--- config.mk ---
export PLATFORM = sky130hd
export DESIGN_NAME = vtag_tracker
export DESIGN_NICKNAME = d
export VERILOG_FILES = /design/src/rtl/vtag_pkg.sv /design/src/rtl/vtag_ctrl.sv /design/src/rtl/vtag_lookup.sv /design/src/rtl/vtag_datapath.sv /design/src/rtl/vtag_tracker.sv
export SDC_FILE = /design/constraint.sdc
export NUM_CORES = 1
export LEC_CHECK = 0
export BUFFER_PORTS_ARGS = -buffer_cell sky130_fd_sc_hd__buf_4
export CORE_UTILIZATION = 30
export DETAILED_ROUTE_END_ITERATION = 10
export PLACE_DENSITY_LB_ADDON = 0.15
export SETUP_SLACK_MARGIN = 0.15
export SLEW_MARGIN = 25
export SYNTH_ARGS = -nofsm -noshare
export SYNTH_HDL_FRONTEND = slang
export SYNTH_SLANG_ARGS = --single-unit
--- constraint.sdc ---
create_clock -name clk -period 2.2 [get_ports clk]
set_input_delay 0.11 -clock clk [delete_from_list [all_inputs] [get_ports clk]]
set_output_delay 0.11 -clock clk [all_outputs]
set_load 0.02 [all_outputs]
--- src/rtl/vtag_pkg.sv ---
package vtag_pkg;
  localparam int REG_W     = 5;
  localparam int NUM_OPS   = 3;   // operand order: 0 = rs1, 1 = rs2, 2 = rd
  localparam int NUM_SLOTS = NUM_OPS;

  typedef logic [REG_W-1:0] regNum_t;

  typedef struct packed {
    logic    valid;
    regNum_t num;
    logic    tag;
  } slot_t;

  typedef struct packed {
    logic bindEn;    // first instruction at activation
    logic lookupEn;  // instruction classified against bound set
    logic passEn;    // instruction before activation: all scalar
    logic clearEn;   // block end
  } ctrlStrobe_t;
endpackage

--- src/rtl/vtag_ctrl.sv ---
module vtag_ctrl
  import vtag_pkg::*;
#(
  parameter int PC_W = 6
) (
  input  logic            clk,
  input  logic            rstN,
  input  logic            instValid,
  input  logic            blockEnd,
  input  logic [PC_W-1:0] parcelCount,
  input  logic [PC_W-1:0] activateOffset,
  output ctrlStrobe_t     strobe
);
  logic bound;
  logic atOffset;

  assign atOffset = (parcelCount == activateOffset);

  always_comb begin
    strobe = '0;
    if (blockEnd) begin
      strobe.clearEn = 1'b1;
    end else if (instValid) begin
      if (bound)         strobe.lookupEn = 1'b1;
      else if (atOffset) strobe.bindEn   = 1'b1;
      else               strobe.passEn   = 1'b1;
    end
  end

  always_ff @(posedge clk) begin
    if (!rstN)               bound <= 1'b0;
    else if (strobe.clearEn) bound <= 1'b0;
    else if (strobe.bindEn)  bound <= 1'b1;
  end

  // a block-end pulse leaves no binding behind
  a_r11_clear: assert property (@(posedge clk) disable iff (!rstN)
    blockEnd |=> !bound);

  // once bound, only block end removes the binding
  a_r12_hold: assert property (@(posedge clk) disable iff (!rstN)
    (bound && !blockEnd) |=> bound);

  // a mismatched parcel position never creates a binding
  a_r3_no_bind: assert property (@(posedge clk) disable iff (!rstN)
    (!bound && instValid && !blockEnd && !atOffset) |=> !bound);

  // at most one action per cycle
  a_r2_one_action: assert property (@(posedge clk) disable iff (!rstN)
    $onehot0(strobe));
endmodule

--- src/rtl/vtag_lookup.sv ---
module vtag_lookup
  import vtag_pkg::*;
#(
  parameter int SLOTS = NUM_SLOTS
) (
  input  slot_t [SLOTS-1:0] slots,
  input  logic              opValid,
  input  regNum_t           opNum,
  output logic              hit,
  output logic              hitTag
);
  // lowest slot index wins: scan downward so the last write is slot 0
  always_comb begin
    hit    = 1'b0;
    hitTag = 1'b0;
    for (int i = SLOTS - 1; i >= 0; i--) begin
      if (opValid && (opNum != '0) && slots[i].valid && (slots[i].num == opNum)) begin
        hit    = 1'b1;
        hitTag = slots[i].tag;
      end
    end
  end
endmodule

--- src/rtl/vtag_datapath.sv ---
module vtag_datapath
  import vtag_pkg::*;
(
  input  logic                  clk,
  input  logic                  rstN,
  input  ctrlStrobe_t           strobe,
  input  logic [NUM_OPS-1:0]    opValid,
  input  regNum_t [NUM_OPS-1:0] opNum,
  input  logic                  srcTag1,
  input  logic                  srcTag2,
  input  logic                  dstTagGiven,
  input  logic                  dstTag,
  output logic                  outValid,
  output logic [NUM_OPS-1:0]    opVec
);
  slot_t [NUM_SLOTS-1:0] slots;
  logic  [NUM_OPS-1:0]   usable;
  logic  [NUM_OPS-1:0]   bindTag;
  logic  [NUM_OPS-1:0]   hit;
  logic  [NUM_OPS-1:0]   hitTag;
  logic                  hitOr;
  logic                  anyHit;
  logic                  anyInst;
  logic  [NUM_OPS-1:0]   nextVec;

  assign bindTag[0] = srcTag1;
  assign bindTag[1] = srcTag2;
  assign bindTag[2] = dstTagGiven ? dstTag : (srcTag1 | srcTag2);

  assign anyInst = strobe.bindEn | strobe.lookupEn | strobe.passEn;
  assign hitOr   = |(hit & hitTag);
  assign anyHit  = |hit;

  for (genvar k = 0; k < NUM_OPS; k++) begin : g_op
    assign usable[k] = opValid[k] && (opNum[k] != '0);

    vtag_lookup #(.SLOTS(NUM_SLOTS)) u_look (
      .slots  (slots),
      .opValid(opValid[k]),
      .opNum  (opNum[k]),
      .hit    (hit[k]),
      .hitTag (hitTag[k])
    );

    always_ff @(posedge clk) begin
      if (!rstN || strobe.clearEn) begin
        slots[k] <= '0;
      end else if (strobe.bindEn) begin
        slots[k].valid <= usable[k];
        slots[k].num   <= opNum[k];
        slots[k].tag   <= bindTag[k];
      end
    end

    // register 0 never occupies a slot
    a_r10_no_x0_slot: assert property (@(posedge clk) disable iff (!rstN)
      slots[k].valid |-> (slots[k].num != '0));

    // absent or x0 operands report scalar
    a_r10_scalar_op: assert property (@(posedge clk) disable iff (!rstN)
      (anyInst && !usable[k]) |=> !opVec[k]);
  end

  always_comb begin
    nextVec = '0;
    if (strobe.bindEn) begin
      nextVec = usable & bindTag;
    end else if (strobe.lookupEn) begin
      for (int k = 0; k < NUM_OPS; k++) begin
        nextVec[k] = usable[k] && (hit[k] ? hitTag[k] : hitOr);
      end
    end
  end

  always_ff @(posedge clk) begin
    if (!rstN) begin
      outValid <= 1'b0;
      opVec    <= '0;
    end else begin
      outValid <= anyInst;
      if (anyInst) opVec <= nextVec;
    end
  end

  // result strobe follows each accepted instruction by one cycle
  a_r2_valid: assert property (@(posedge clk) disable iff (!rstN)
    anyInst |=> outValid);
  a_r2_quiet: assert property (@(posedge clk) disable iff (!rstN)
    !anyInst |=> (!outValid && $stable(opVec)));

  // no bound operand means an all-scalar result
  a_r8_no_hit: assert property (@(posedge clk) disable iff (!rstN)
    (strobe.lookupEn && !anyHit) |=> (opVec == '0));

  // pre-activation instructions are all scalar
  a_r3_pass_scalar: assert property (@(posedge clk) disable iff (!rstN)
    strobe.passEn |=> (opVec == '0));
endmodule

--- src/rtl/vtag_tracker.sv ---
module vtag_tracker
  import vtag_pkg::*;
#(
  parameter int PC_W = 6
) (
  input  logic            clk,
  input  logic            rstN,
  input  logic            instValid,
  input  logic [4:0]      rdNum,
  input  logic            rdValid,
  input  logic [4:0]      rs1Num,
  input  logic            rs1Valid,
  input  logic [4:0]      rs2Num,
  input  logic            rs2Valid,
  input  logic            srcTag1,
  input  logic            srcTag2,
  input  logic            dstTagGiven,
  input  logic            dstTag,
  input  logic [PC_W-1:0] parcelCount,
  input  logic [PC_W-1:0] activateOffset,
  input  logic            blockEnd,
  output logic            outValid,
  output logic            rdVec,
  output logic            rs1Vec,
  output logic            rs2Vec
);
  ctrlStrobe_t           strobe;
  regNum_t [NUM_OPS-1:0] opNum;
  logic [NUM_OPS-1:0]    opValid;
  logic [NUM_OPS-1:0]    opVec;

  assign opNum   = {rdNum, rs2Num, rs1Num};
  assign opValid = {rdValid, rs2Valid, rs1Valid};
  assign rs1Vec  = opVec[0];
  assign rs2Vec  = opVec[1];
  assign rdVec   = opVec[2];

  vtag_ctrl #(.PC_W(PC_W)) u_ctrl (
    .clk           (clk),
    .rstN          (rstN),
    .instValid     (instValid),
    .blockEnd      (blockEnd),
    .parcelCount   (parcelCount),
    .activateOffset(activateOffset),
    .strobe        (strobe)
  );

  vtag_datapath u_dp (
    .clk        (clk),
    .rstN       (rstN),
    .strobe     (strobe),
    .opValid    (opValid),
    .opNum      (opNum),
    .srcTag1    (srcTag1),
    .srcTag2    (srcTag2),
    .dstTagGiven(dstTagGiven),
    .dstTag     (dstTag),
    .outValid   (outValid),
    .opVec      (opVec)
  );

  // an instruction coinciding with block end yields no result
  a_r11_drop: assert property (@(posedge clk) disable iff (!rstN)
    blockEnd |=> !outValid);
endmodule

# After elaboration in Yosys (flattened, before gate mapping)
# Index checks and enable logic that the tools add are counted.
# totals
ff_bits	26
# classes
muxes	32
n_reduce_logical	31
bitwise_logic	6
n_eq_ne	10
# ops
cell	count
$eq 5x5->1	9
$mux 1	28
$logic_and 1x1->1	24
$reduce_bool 5->1	3
$mux 3	4
$and 3x3->3	2
$eq 6x6->1	1
$or 1x1->1	3
$reduce_or 3->1	1
$reduce_or 2->1	1
$logic_not 1->1	1
$logic_or 1x1->1	1
$not 1->1	1

# Logic depth before layout (Yosys ltp)
# Gate-level depths: netlist (run 1).
# logic_depth
depth_word	13
ltp_mapped	8
ltp_nobuf	7

# By module
# A second synthesis (run 1) with hierarchy kept.
# hier_totals
cells_unflattened	224
area_unflattened_um2	1925.6
# by_module_without_submodules
module	area_per_inst_um2	instances	cells_each
vtag_datapath	1021.0	1	101
vtag_lookup	251.5	3	35
vtag_ctrl	150.1	1	18

# Least setup slack after synthesis (run 1)
# Ideal clock, no wire load.
# synth_timing
path_kind	reg2reg
from	reg u_dp.slots[18] (netlist name)
to	reg u_dp.opVec[2]
synth_period_minus_slack_ps	1773
path_buffers	0
path_slack_ps	427
setup_ps	96
arrival_ps	1677
stages_incl_launch_ff	8
path_cell_list	dfxtp_1 > xor2_1 > nor3_1 > nand3_1 > or4_1 > a211oi_1 > nor3_2 > o41ai_2
# synth_between
elab_chain_cells	11
# synth_rtl
item	line	source
$eq 5x5->1	vtag_lookup.sv:17	if (opValid && (opNum != '0) && slots[i].valid && (slots[i].num == opNum)) begin
$logic_and 1x1->1	vtag_lookup.sv:17	
$mux 1 (3 in a row)	vtag_lookup.sv:17	
$and 3x3->3	vtag_datapath.sv:31	assign hitOr = |(hit & hitTag);
$reduce_or 3->1	vtag_datapath.sv:31	
$mux 1 (*)	vtag_datapath.sv:70	nextVec[k] = usable[k] && (hit[k] ? hitTag[k] : hitOr);
$logic_and 1x1->1 (*)	vtag_datapath.sv:70	
$mux 3 (*)	vtag_datapath.sv:68	end else if (strobe.lookupEn) begin
$mux 3 (*)	vtag_datapath.sv:66	if (strobe.bindEn) begin
to (signal assigned)	vtag_datapath.sv:81	if (anyInst) opVec <= nextVec;
to (decl)	vtag_datapath.sv:14	output logic [NUM_OPS-1:0] opVec
# Mark *: on every way between the ends. The rest lies on a longest branch, timed or not.
# A chain may end at the register's enable or synchronous reset.

# Worst setup path in the final report (run 1)
# layout_timing
from	reg u_dp.slots[19] (netlist name)
to	reg u_dp.opVec[2]
# layout_between
elab_chain_cells	11
# layout_rtl
item	line
$eq 5x5->1	vtag_lookup.sv:17
$logic_and 1x1->1	vtag_lookup.sv:17
$mux 1 (3 in a row)	vtag_lookup.sv:17
$and 3x3->3	vtag_datapath.sv:31
$reduce_or 3->1	vtag_datapath.sv:31
$mux 1 (*)	vtag_datapath.sv:70
$logic_and 1x1->1 (*)	vtag_datapath.sv:70
$mux 3 (*)	vtag_datapath.sv:68
$mux 3 (*)	vtag_datapath.sv:66
# Marks and branches as above.

==> impl_results.md, run 1 <==
* Outcome: finished, final reports clean
* Starting Density at 32.0%
* Final-report hold violation count at 0
* Number of hold buffers added after CTS at 0
* Largest net degree at the start of global routing at 26
* Pwr Total at 923 µW
* Final WL at 4.76 mm
* Die Height at 79.6 µm
* CP Data Arrival Time at 2.10 ns
* Critical path type: register to register
* I/O pins at 42
* Slew HR at 78.5%
* Post-Syn Nets at 244
* Critical path's slowest cell: dfxtp_1
* Sequential area share after synthesis at 28.8%
* EDFF count, synth at 0
* Worst EP required at 2.38 ns
* Skew final at just under 0.008 ns
* Max Cap Viol at 0
* GP Congestion at just under 0.9
* Crit path depth at 7
* Design area at 0.00226 mm²
* Yosys top cell area share at 28.8%
* PD cells at 408 mW/mm²
* Fin Setup TNS at 0 ns
* Cells after Synth at 206
* Share of cells above drive strength 1 at ~25%
* Post-CTS Setup Inserts at 0
* Total grt overflow at 0
* Die area at 0.00633 mm²
* Cell taking the most area after synthesis: dfxtp_1
* Worst ir drop on vdd at 0.232 mV
* First drt pass iteration count at 4
* Final core utilization at 40.1%
* Average cell area after synthesis at 8.76 µm²
* Slew @ Worst Pin at about 0.32 ns
* Buf/Inv on CP at 0
* Crit-path max FO at 4
* Final worst path period share at 87.4%
* Most frequent cell after synthesis: nor2_1
* Most area-consuming cells after synthesis: dfxtp_1, xor2_1, mux2i_1, xnor2_1, nor2_1
* Synthesis warning total at 0
* Crit-path cells: xor2_1 -> nor3_1 -> nand3_1 -> or4_1 -> a211oi_2 -> nor3_2 -> o41ai_2
* # diodes at 0
* PortBufs at between 40 and 50
* Layout Cells excl Fill at 318
* Clock slew at reported path FFs at ~0.090 ns
* Clock Path Buffers at 2
* Critical Path Start: u_dp.slots[19]
* WL/cell at 15.0 µm
* TritonCTS clock tree: yes
* Reg-to-Reg Start: u_dp.slots[19]
* Final nets at approximately 290
* Core area at 0.00564 mm²
* Minimum clock period at 1.92 ns
* Worst setup EP type: register
* Avg Vias per Cell at ~5
* Site Rows at 27
* Gr usage total at 16.4%
* CTS Root Cell: clkbuf_8
* DRT antenna net count at 0
* Async set-reset flop share out of synthesis at 0%
* Count of final setup violators at 0
* Dpl hpwl at 3.79 mm
* FILL cells at 607
* Residual DRC at 0
* Leakage at 0.000819 µW
* Die X at a little under 80 µm
* Clk sink count at 26
* Post-CTS resize count at 0
* Area growth syn-to-layout at 25.3%
* Num CTS Buffers at 3
* Number of global-route vias before repair at roughly 1,600
* Fmax at just over 500 MHz
* First-pass GRT wire length at ~8 mm
* Reg2Reg Depth at 7
* Starting DRC count in detailed routing at 77
* CP startpoint kind: register
* Synth unique cells at 36
* Area post-placement at 0.00220 mm²
* Largest stage delay, worst path at between 0.4 and 0.5 ns
* Placed cells at 315
* Clock Latency Late Sink at 0.27 ns
* Via count at 1,584
* Top cells by count, synth: nor2_1, xor2_1, dfxtp_1
* RSZ-0062 raised after global routing: true
* Main synth FF type: dfxtp_1
* Synthesized area at approximately 0.0018 mm²
* Top delay family on crit path: simple AND/OR/NAND/NOR gates
* Hold Crit Start: instValid
* Antenna violations before repair at 0
* Worst hold path stage count at 3
* Synth Register Bits at 26
* CTS HTree Levels at 1
* Slew Limit Fails at 0
* Hold Crit Class: input pin to register
worst reg2reg max path: cells and delay by family, from the launching register on:
kind / cells / cell delay (ns)
simple gates: 4 / 0.83
flops: 1 / 0.46
compound gates: 2 / 0.44
xor+xnor: 1 / 0.11
routing by layer:
layer | routed length (µm) | up-vias | GRT usage [%]
li1 | - | 799 | -
met1 | 2330 | 745 | 21.6
met2 | 2170 | 32 | 26.2
met3 | 152 | 8 | 3.66
met4 | 101 | 0 | 5.45
met5 | 0 | - | 0
stage by stage:
stage          worst slack, ns  hold slack [ns]
5_1_grt                  0.149           0.0786
2_1_floorplan            0.427            0.219
3_5_place_dp             0.256            0.367
3_3_place_gp             0.223            0.361
4_1_cts                  0.209           0.0649
6_report                 0.276           0.0675
layout by cell type (no fill, tap or decap), types with 4 or more instances in the layout:
master	netlist	layout
mux2i_1	21	21
or4_1	5	5
buf_4	0	43
xnor2_1	24	24
nor3_1	7	7
o21ai_1	4	4
xor2_1	27	27
nor2_1	32	32
o21ai_0	4	4
nand2_1	12	12
dfxtp_1	26	23
nand3_1	6	6
flip-flops by register name, summed over array words and instances, names as in the netlist:
signal,count
u_dp.outValid,1
u_ctrl.bound,1
u_dp.opVec,3
u_dp.slots,21
cells by family after synthesis:
family          count (synthesis)  share of synthesized area [%]
compound gates                 22                           9.99
xor+xnor                       51                           24.8
buf+inv                         9                           2.50
flops                          26                           28.8
mux                            21                           11.7
simple gates                   77                           22.3
path summary, 6_finish.rpt:
kind	slack, ns	to
setup / recovery	0.28	u_dp.opVec[2]
hold / removal	0.07	u_dp.outValid
hold reg to reg	0.52	u_dp.slots[7]
setup reg to reg	0.28	u_dp.opVec[2]
cell type report:
| class | count | area (µm²) | share of cell area, % |
|---|---|---|---|
| Clock buffer | 3 | 41.3 | 1.83 |
| Inverter | 2 | 7.51 | 0.332 |
| Multi-Input combinational cell | 171 | 1250 | 55.5 |
| Sequential cell | 26 | 524 | 23.2 |
| Tap cell | 72 | 90.1 | 3.98 |
| Timing Repair Buffer | 44 | 343 | 15.2 |
power breakdown:
part           switching (µW)  internal, µW
Combinational            88.6          86.4
Sequential              0.941           471
Clock                     153           123
Total                     242           681
Note: power is estimated with default switching activity, not from simulation.
==> run 2: changes to the inputs <==
Settings changed: RECOVER_POWER set to 25.
==> run 2 against run 1 <==
Effect of this change: critical path depth did not move; via count barely moved; fmax barely moved; routed wire length rose by 0.32%; utilization fell by 0.60 points; hold slack improved by 0.00053 ns; flip-flop and latch count did not move; non-clock buffer count did not move; cell count did not move; final area fell by 1.5%; register-to-register slack barely moved; clock skew barely moved; highest routed layer unchanged.
==> impl_results.md, run 2 (same netlist as run 1, synthesis figures left out) <==
* Number of global-route vias before repair at 1,579
* Leakage at 0.000796 µW
* Setup ws final at 0.276 ns
* Layout Cells excl Fill at between 300 and 400
* Met3 Use GR at 3.66%
* Post-CTS resize count at 0
* Site Rows at 27
* FF-to-FF End: u_dp.opVec[2]
* Critical path type: register to register
* # diodes at 0
* Avg Vias per Cell at between 4 and 5
* Clock Latency Late Sink at 0.27 ns
* RSZ-0062 raised after global routing: true
* Total grt overflow at 0
* Slew @ Worst Pin at 1.10 ns
* Final core utilization at around two fifths
* Largest net degree at the start of global routing at 26
* Gr usage total at 16.4%
* Placed cells at 315
* Reg2Reg Setup Slack at 0.28 ns
* CP Data Arrival Time at 2.10 ns
* Critical Path Start: u_dp.slots[19]
* Die X at between 70 and 80 µm
* Crit-path cells: xor2_1 -> nor3_1 -> nand3_1 -> or4_1 -> a211oi_2 -> nor3_2 -> o41ai_2
* Largest registers: u_dp.slots (21), u_dp.opVec (3)
* CTS HTree Levels at 1
* Share of cells above drive strength 1 at 22.8%
* Starting DRC count in detailed routing at 88
* Final worst path period share at 87.5%
* Antenna violations before repair at 0
* Count of final setup violators at 0
* Clock slew at reported path FFs at 0.09 ns
* Skew final at 0.00801 ns
* Layer with the highest usage: met2
* Final nets at ~290
* Minimum clock period at 1.92 ns
* First drt pass iteration count at 4
* Num CTS Buffers at 3
* Commonest cells after routing, fill and taps aside: buf_4, nor2_1, xor2_1, xnor2_1, dfxtp_1
* Final-report hold violation count at 0
* Hold Crit Class: input pin to register
* Dpl hpwl at 3.79 mm
* WL/cell at 15.0 µm
* GP Congestion at 0.888
* Outcome: finished, final reports clean
* Hold EP: u_dp.outValid
* Biggest register: u_dp.slots
* Worst setup EP type: register
* Largest stage delay, worst path at 0.46 ns
* Worst hold path stage count at 3
* Fin Setup TNS at 0 ns
* Area growth syn-to-layout at 23.4%
* Reg-to-Reg Start: u_dp.slots[19]
* Crit-path max FO at 4
* Core area at 0.00564 mm²
* Design area at between 0.002 and 0.0025 mm²
* Reg2Reg Depth at 7
* Fmax at 520 MHz
* Clk sink count at 26
* DRT antenna net count at 0
* Hold Crit Start: instValid
* I/O pins at 42
* First-pass GRT wire length at roughly 8 mm
* Worst EP required at 2.38 ns
* Via count at 1,583
* PortBufs at 41
* Die area at between 0.006 and 0.007 mm²
* PD cells at 412 mW/mm²
* Largest register FFs at 21
* Slew HR at around a quarter
* Worst slack at placement at 0.256 ns
* Post-CTS Setup Inserts at 0
* Max Cap Viol at 0
* TritonCTS clock tree: yes
* Die Height at 79.6 µm
* Clock Path Buffers at 2
* Worst ir drop on vdd at 0.232 mV
* FILL cells at roughly 600
* Residual DRC at 0
* Leading cell type in the layout, fill and taps excluded: buf_4
* CTS Root Cell: clkbuf_8
* Critical path's slowest cell: dfxtp_1
* Area post-placement at 0.00220 mm²
* Number of hold buffers added after CTS at 0
* Slew Limit Fails at 0
* Grt met1 use at 21.6%
* Final WL at roughly 4.8 mm
* Met2 Use GR at a little over a quarter
* Starting Density at 32.0%
* CP startpoint kind: register
## run 2: layer usage
layer  share of wire, %  wire length, µm
met2                 45             2160
met4                2.1              101
met1                 49             2360
met3                3.2              153
met5                  0                0
## run 2: how the worst max path moves through the flow
| stage | endpoint | slack (ns) |
|---|---|---|
| 2_1_floorplan | u_dp.opVec[2] | 0.43 |
| 3_3_place_gp | u_dp.opVec[2] | 0.22 |
| 3_5_place_dp | u_dp.opVec[2] | 0.26 |
| 4_1_cts | u_dp.opVec[2] | 0.21 |
| 5_1_grt | u_dp.opVec[2] | 0.15 |
| 6_report | u_dp.opVec[2] | 0.28 |
## run 2: stage by stage
stage | hold slack [ns] | total power, µW
2_1_floorplan | 0.219 | 566
3_3_place_gp | 0.361 | 659
3_5_place_dp | 0.367 | 658
4_1_cts | 0.0649 | 937
5_1_grt | 0.0786 | 969
6_report | 0.0681 | 918
## run 2: power by group
| group | switching [µW] | internal (µW) |
|---|---|---|
| Sequential | 0.932 | 471 |
| Clock | 153 | 123 |
| Combinational | 85.6 | 84.4 |
## run 2: final cells by class
type                    instances  area [µm²]  share of cell area [%]
flip-flops and latches         26         524                    23.5
multi-input cells             171        1240                    55.7
inverters                       2        7.51                   0.337
repair buffers                 44         324                    14.6
clock buffers                   3        41.3                    1.85
well taps                      72        90.1                    4.04
## run 2: critical path, delay by kind of cell (launching register included)
family / cells / cell delay, ns
AOI/OAI and AO/OA: 2 / 0.44
DFF: 1 / 0.46
and+or+nand+nor: 4 / 0.83
xor gates and xnor gates: 1 / 0.10
==> run 3: changes to the inputs <==
Settings changed: SYNTH_HIERARCHICAL set to 1.
==> run 3 against run 2 <==
Effect of this change: final area is 11% higher; hold slack better by 0.033 ns; total power up 6.4%; via count rose by 13%; die area grew 6.6%; worst setup slack worse by 0.23 ns; first-iteration DRC count rose by 25%; clock skew increased by 0.0041 ns; critical path depth grew 2; flip-flop and latch count stayed put; largest power group unchanged.
==> impl_results.md, run 3 <==
* Largest register FFs at 21
* EDFF count, synth at 0
* Core area at 0.00606 mm²
* Final nets at 309
* CP startpoint kind: register
* Worst slack at placement at 0.0153 ns
* RSZ-0062 raised after global routing: true
* Area of the multi-input gates at 0.00143 mm²
* First-pass GRT wire length at 8.38 mm
* GP Congestion at approximately 0.86
* Met2 wire length at 2.50 mm
* WL/cell at 15.3 µm
* Largest registers: u_dp/slots (21), u_dp/opVec (3)
* Clock Path Buffers at 2
* Crit-path max FO at 4
* Avg Vias per Cell at slightly above 5
* Post-synthesis adder-cell area fraction at 0%
* Post-Syn Nets at 262
* Synth Register Bits at 26
* Worst EP required at 2.35 ns
* Minimum clock period at 2.15 ns
* Count of final setup violators at 0
* I/O pins at between 40 and 50
* Cell taking the most area after synthesis: dfxtp_1
* PortBufs at 41
* Num CTS Buffers at 3
* CTS HTree Levels at 1
* Die Height at a little over 80 µm
* Via count at 1,791
* Simple-Gate Fraction of Synth Area at 26.8%
* Worst ir drop on vdd at 0.177 mV
* Share of cells above drive strength 1 at roughly 27%
* Slew @ Worst Pin at 0.908 ns
* CTS Root Cell: clkbuf_8
* Cells after Synth at 224
* Average cell area after synthesis at 8.60 µm²
* Post-Synth XOR/XNOR Area at 23.2%
* TritonCTS clock tree: yes
* Slew HR at 39.5%
* Leakage at 0.000953 µW
* Die X at 82.1 µm
* # diodes at 0
* Biggest register: u_dp/slots
* Design area at 0.00247 mm²
* DR WL met3 at 209 µm
* Fmax at around 460 MHz
* Area post-placement at 0.00232 mm²
* Largest net degree at the start of global routing at 22
* Clock slew at reported path FFs at 0.10 ns
* Antenna violations before repair at 0
* Gr usage total at 16.6%
* Final WL at ~5.3 mm
* Synthesized area at approximately 0.0019 mm²
* Complex-gate fraction of the synthesized area at a little under an eighth
* Most frequent cell after synthesis: xor2_1
* Sequential area share after synthesis at about 27%
* Critical path type: register to register
* CP Data Arrival Time at ~2.3 ns
* Die area at approximately 0.0067 mm²
* Most area-consuming cells after synthesis: dfxtp_1, xor2_1, mux2i_1, nor2_1, nor4_4
* Max Cap Viol at 0
* Top cells by count, synth: xor2_1, dfxtp_1, nor2_1
* Setup ws final at between 0.04 and 0.05 ns
* Synth unique cells at 38
* Slew Limit Fails at 0
* Skew final at 0.0121 ns
* Largest family of logic cells by synthesized area: simple AND/OR/NAND/NOR gates
* Total grt overflow at 0
* Clock Latency Late Sink at around 0.28 ns
* Hold Crit Class: input pin to register
* Worst setup EP type: register
* Mux share of post-synthesis cell area at a little under a tenth
* Dpl hpwl at 4.04 mm
* Final core utilization at 40.7%
* Site Rows at 28
* FILL cells at between 600 and 700
* Final-report hold violation count at 0
* Async set-reset flop share out of synthesis at 0%
* Outcome: finished, final reports clean
* DRT antenna net count at 0
* Starting Density at 31.8%
* FF+latch area at ~540 µm²
* Synthesis warning total at 6
* Commonest cells after routing, fill and taps aside: buf_4, xor2_1, nor2_1, dfxtp_1, mux2i_1
* Top sig layer: met4
* Starting DRC count in detailed routing at 110
* First drt pass iteration count at 5
* Residual DRC at 0
* PD cells at 396 mW/mm²
* Met1 wire length at roughly 2.5 mm
* Area growth syn-to-layout at 28.1%
* Main synth FF type: dfxtp_1
* Number of global-route vias before repair at ~1,700
* Clk sink count at 26
* Final worst path period share at 97.9%
* Yosys top cell area share at 27.0%
run 3: path summary, 6_finish.rpt:
path / start / endpoint / slack (ns) / cells past startpoint
worst min register to register: u_dp/opVec[2] / u_dp/opVec[2] / 0.47 / 1
worst max-delay path: u_dp/slots[5] / u_dp/opVec[1] / 0.05 / 9
worst min-delay path: srcTag1 / u_dp/slots[0] / 0.10 / 3
worst max register to register: u_dp/slots[5] / u_dp/opVec[1] / 0.05 / 9
run 3: critical path, cell delays in order (launching register included):
cell	delay [ns]
dfxtp_2	0.37
xor2_1	0.17
nor4_4	0.30
nand4_1	0.18
nor2_2	0.16
a31oi_4	0.04
a222oi_1	0.33
nor3b_2	0.11
a222oi_1	0.29
a211oi_1	0.08
run 3: kinds of logic (layout without fill, tap and decap cells):
family                 after synthesis  after routing
XOR/XNOR                            51             51
buffers and inverters                8             54
flip-flops                          26             26
AO/OA/AOI/OAI                       32             32
multiplexers                        18             18
AND/OR/NAND/NOR                     89             89
run 3: area by class of cell:
| cell class | instances | area share [%] |
|---|---|---|
| clock buffers | 4 | 2.23 |
| repair buffers | 48 | 14.0 |
| well taps | 75 | 3.80 |
| multi-input cells | 190 | 58.0 |
| inverters | 2 | 0.304 |
| flip-flops and latches | 26 | 21.7 |
run 3: metal layers:
layer	GRT usage [%]	vias up
met5	0	-
met4	4.21	0
met3	1.65	6
met2	28.7	44
met1	21.8	856
li1	-	885
run 3: what timing repair did:
action,4_1_cts,5_1_grt
setup endpoints to repair,3,3
hold buffers,0,0
hold endpoints to repair,0,0
setup buffers,1,2
gates resized for setup,8,17
cloned,0,0
pin swaps,7,5
run 3: power breakdown:
group	internal (µW)	switching, µW
Sequential	469	1.09
Combinational	86.3	102
Clock	160	158
run 3: through the flow:
stage	hold slack (ns)	power, µW	TNS, ns	cells
6_report	0.101	977	0	345
2_1_floorplan	0.254	564	0	224
4_1_cts	0.0987	988	0	343
3_3_place_gp	0.380	669	0	338
5_1_grt	0.0980	1030	-0.210	345
3_5_place_dp	0.388	670	0	338
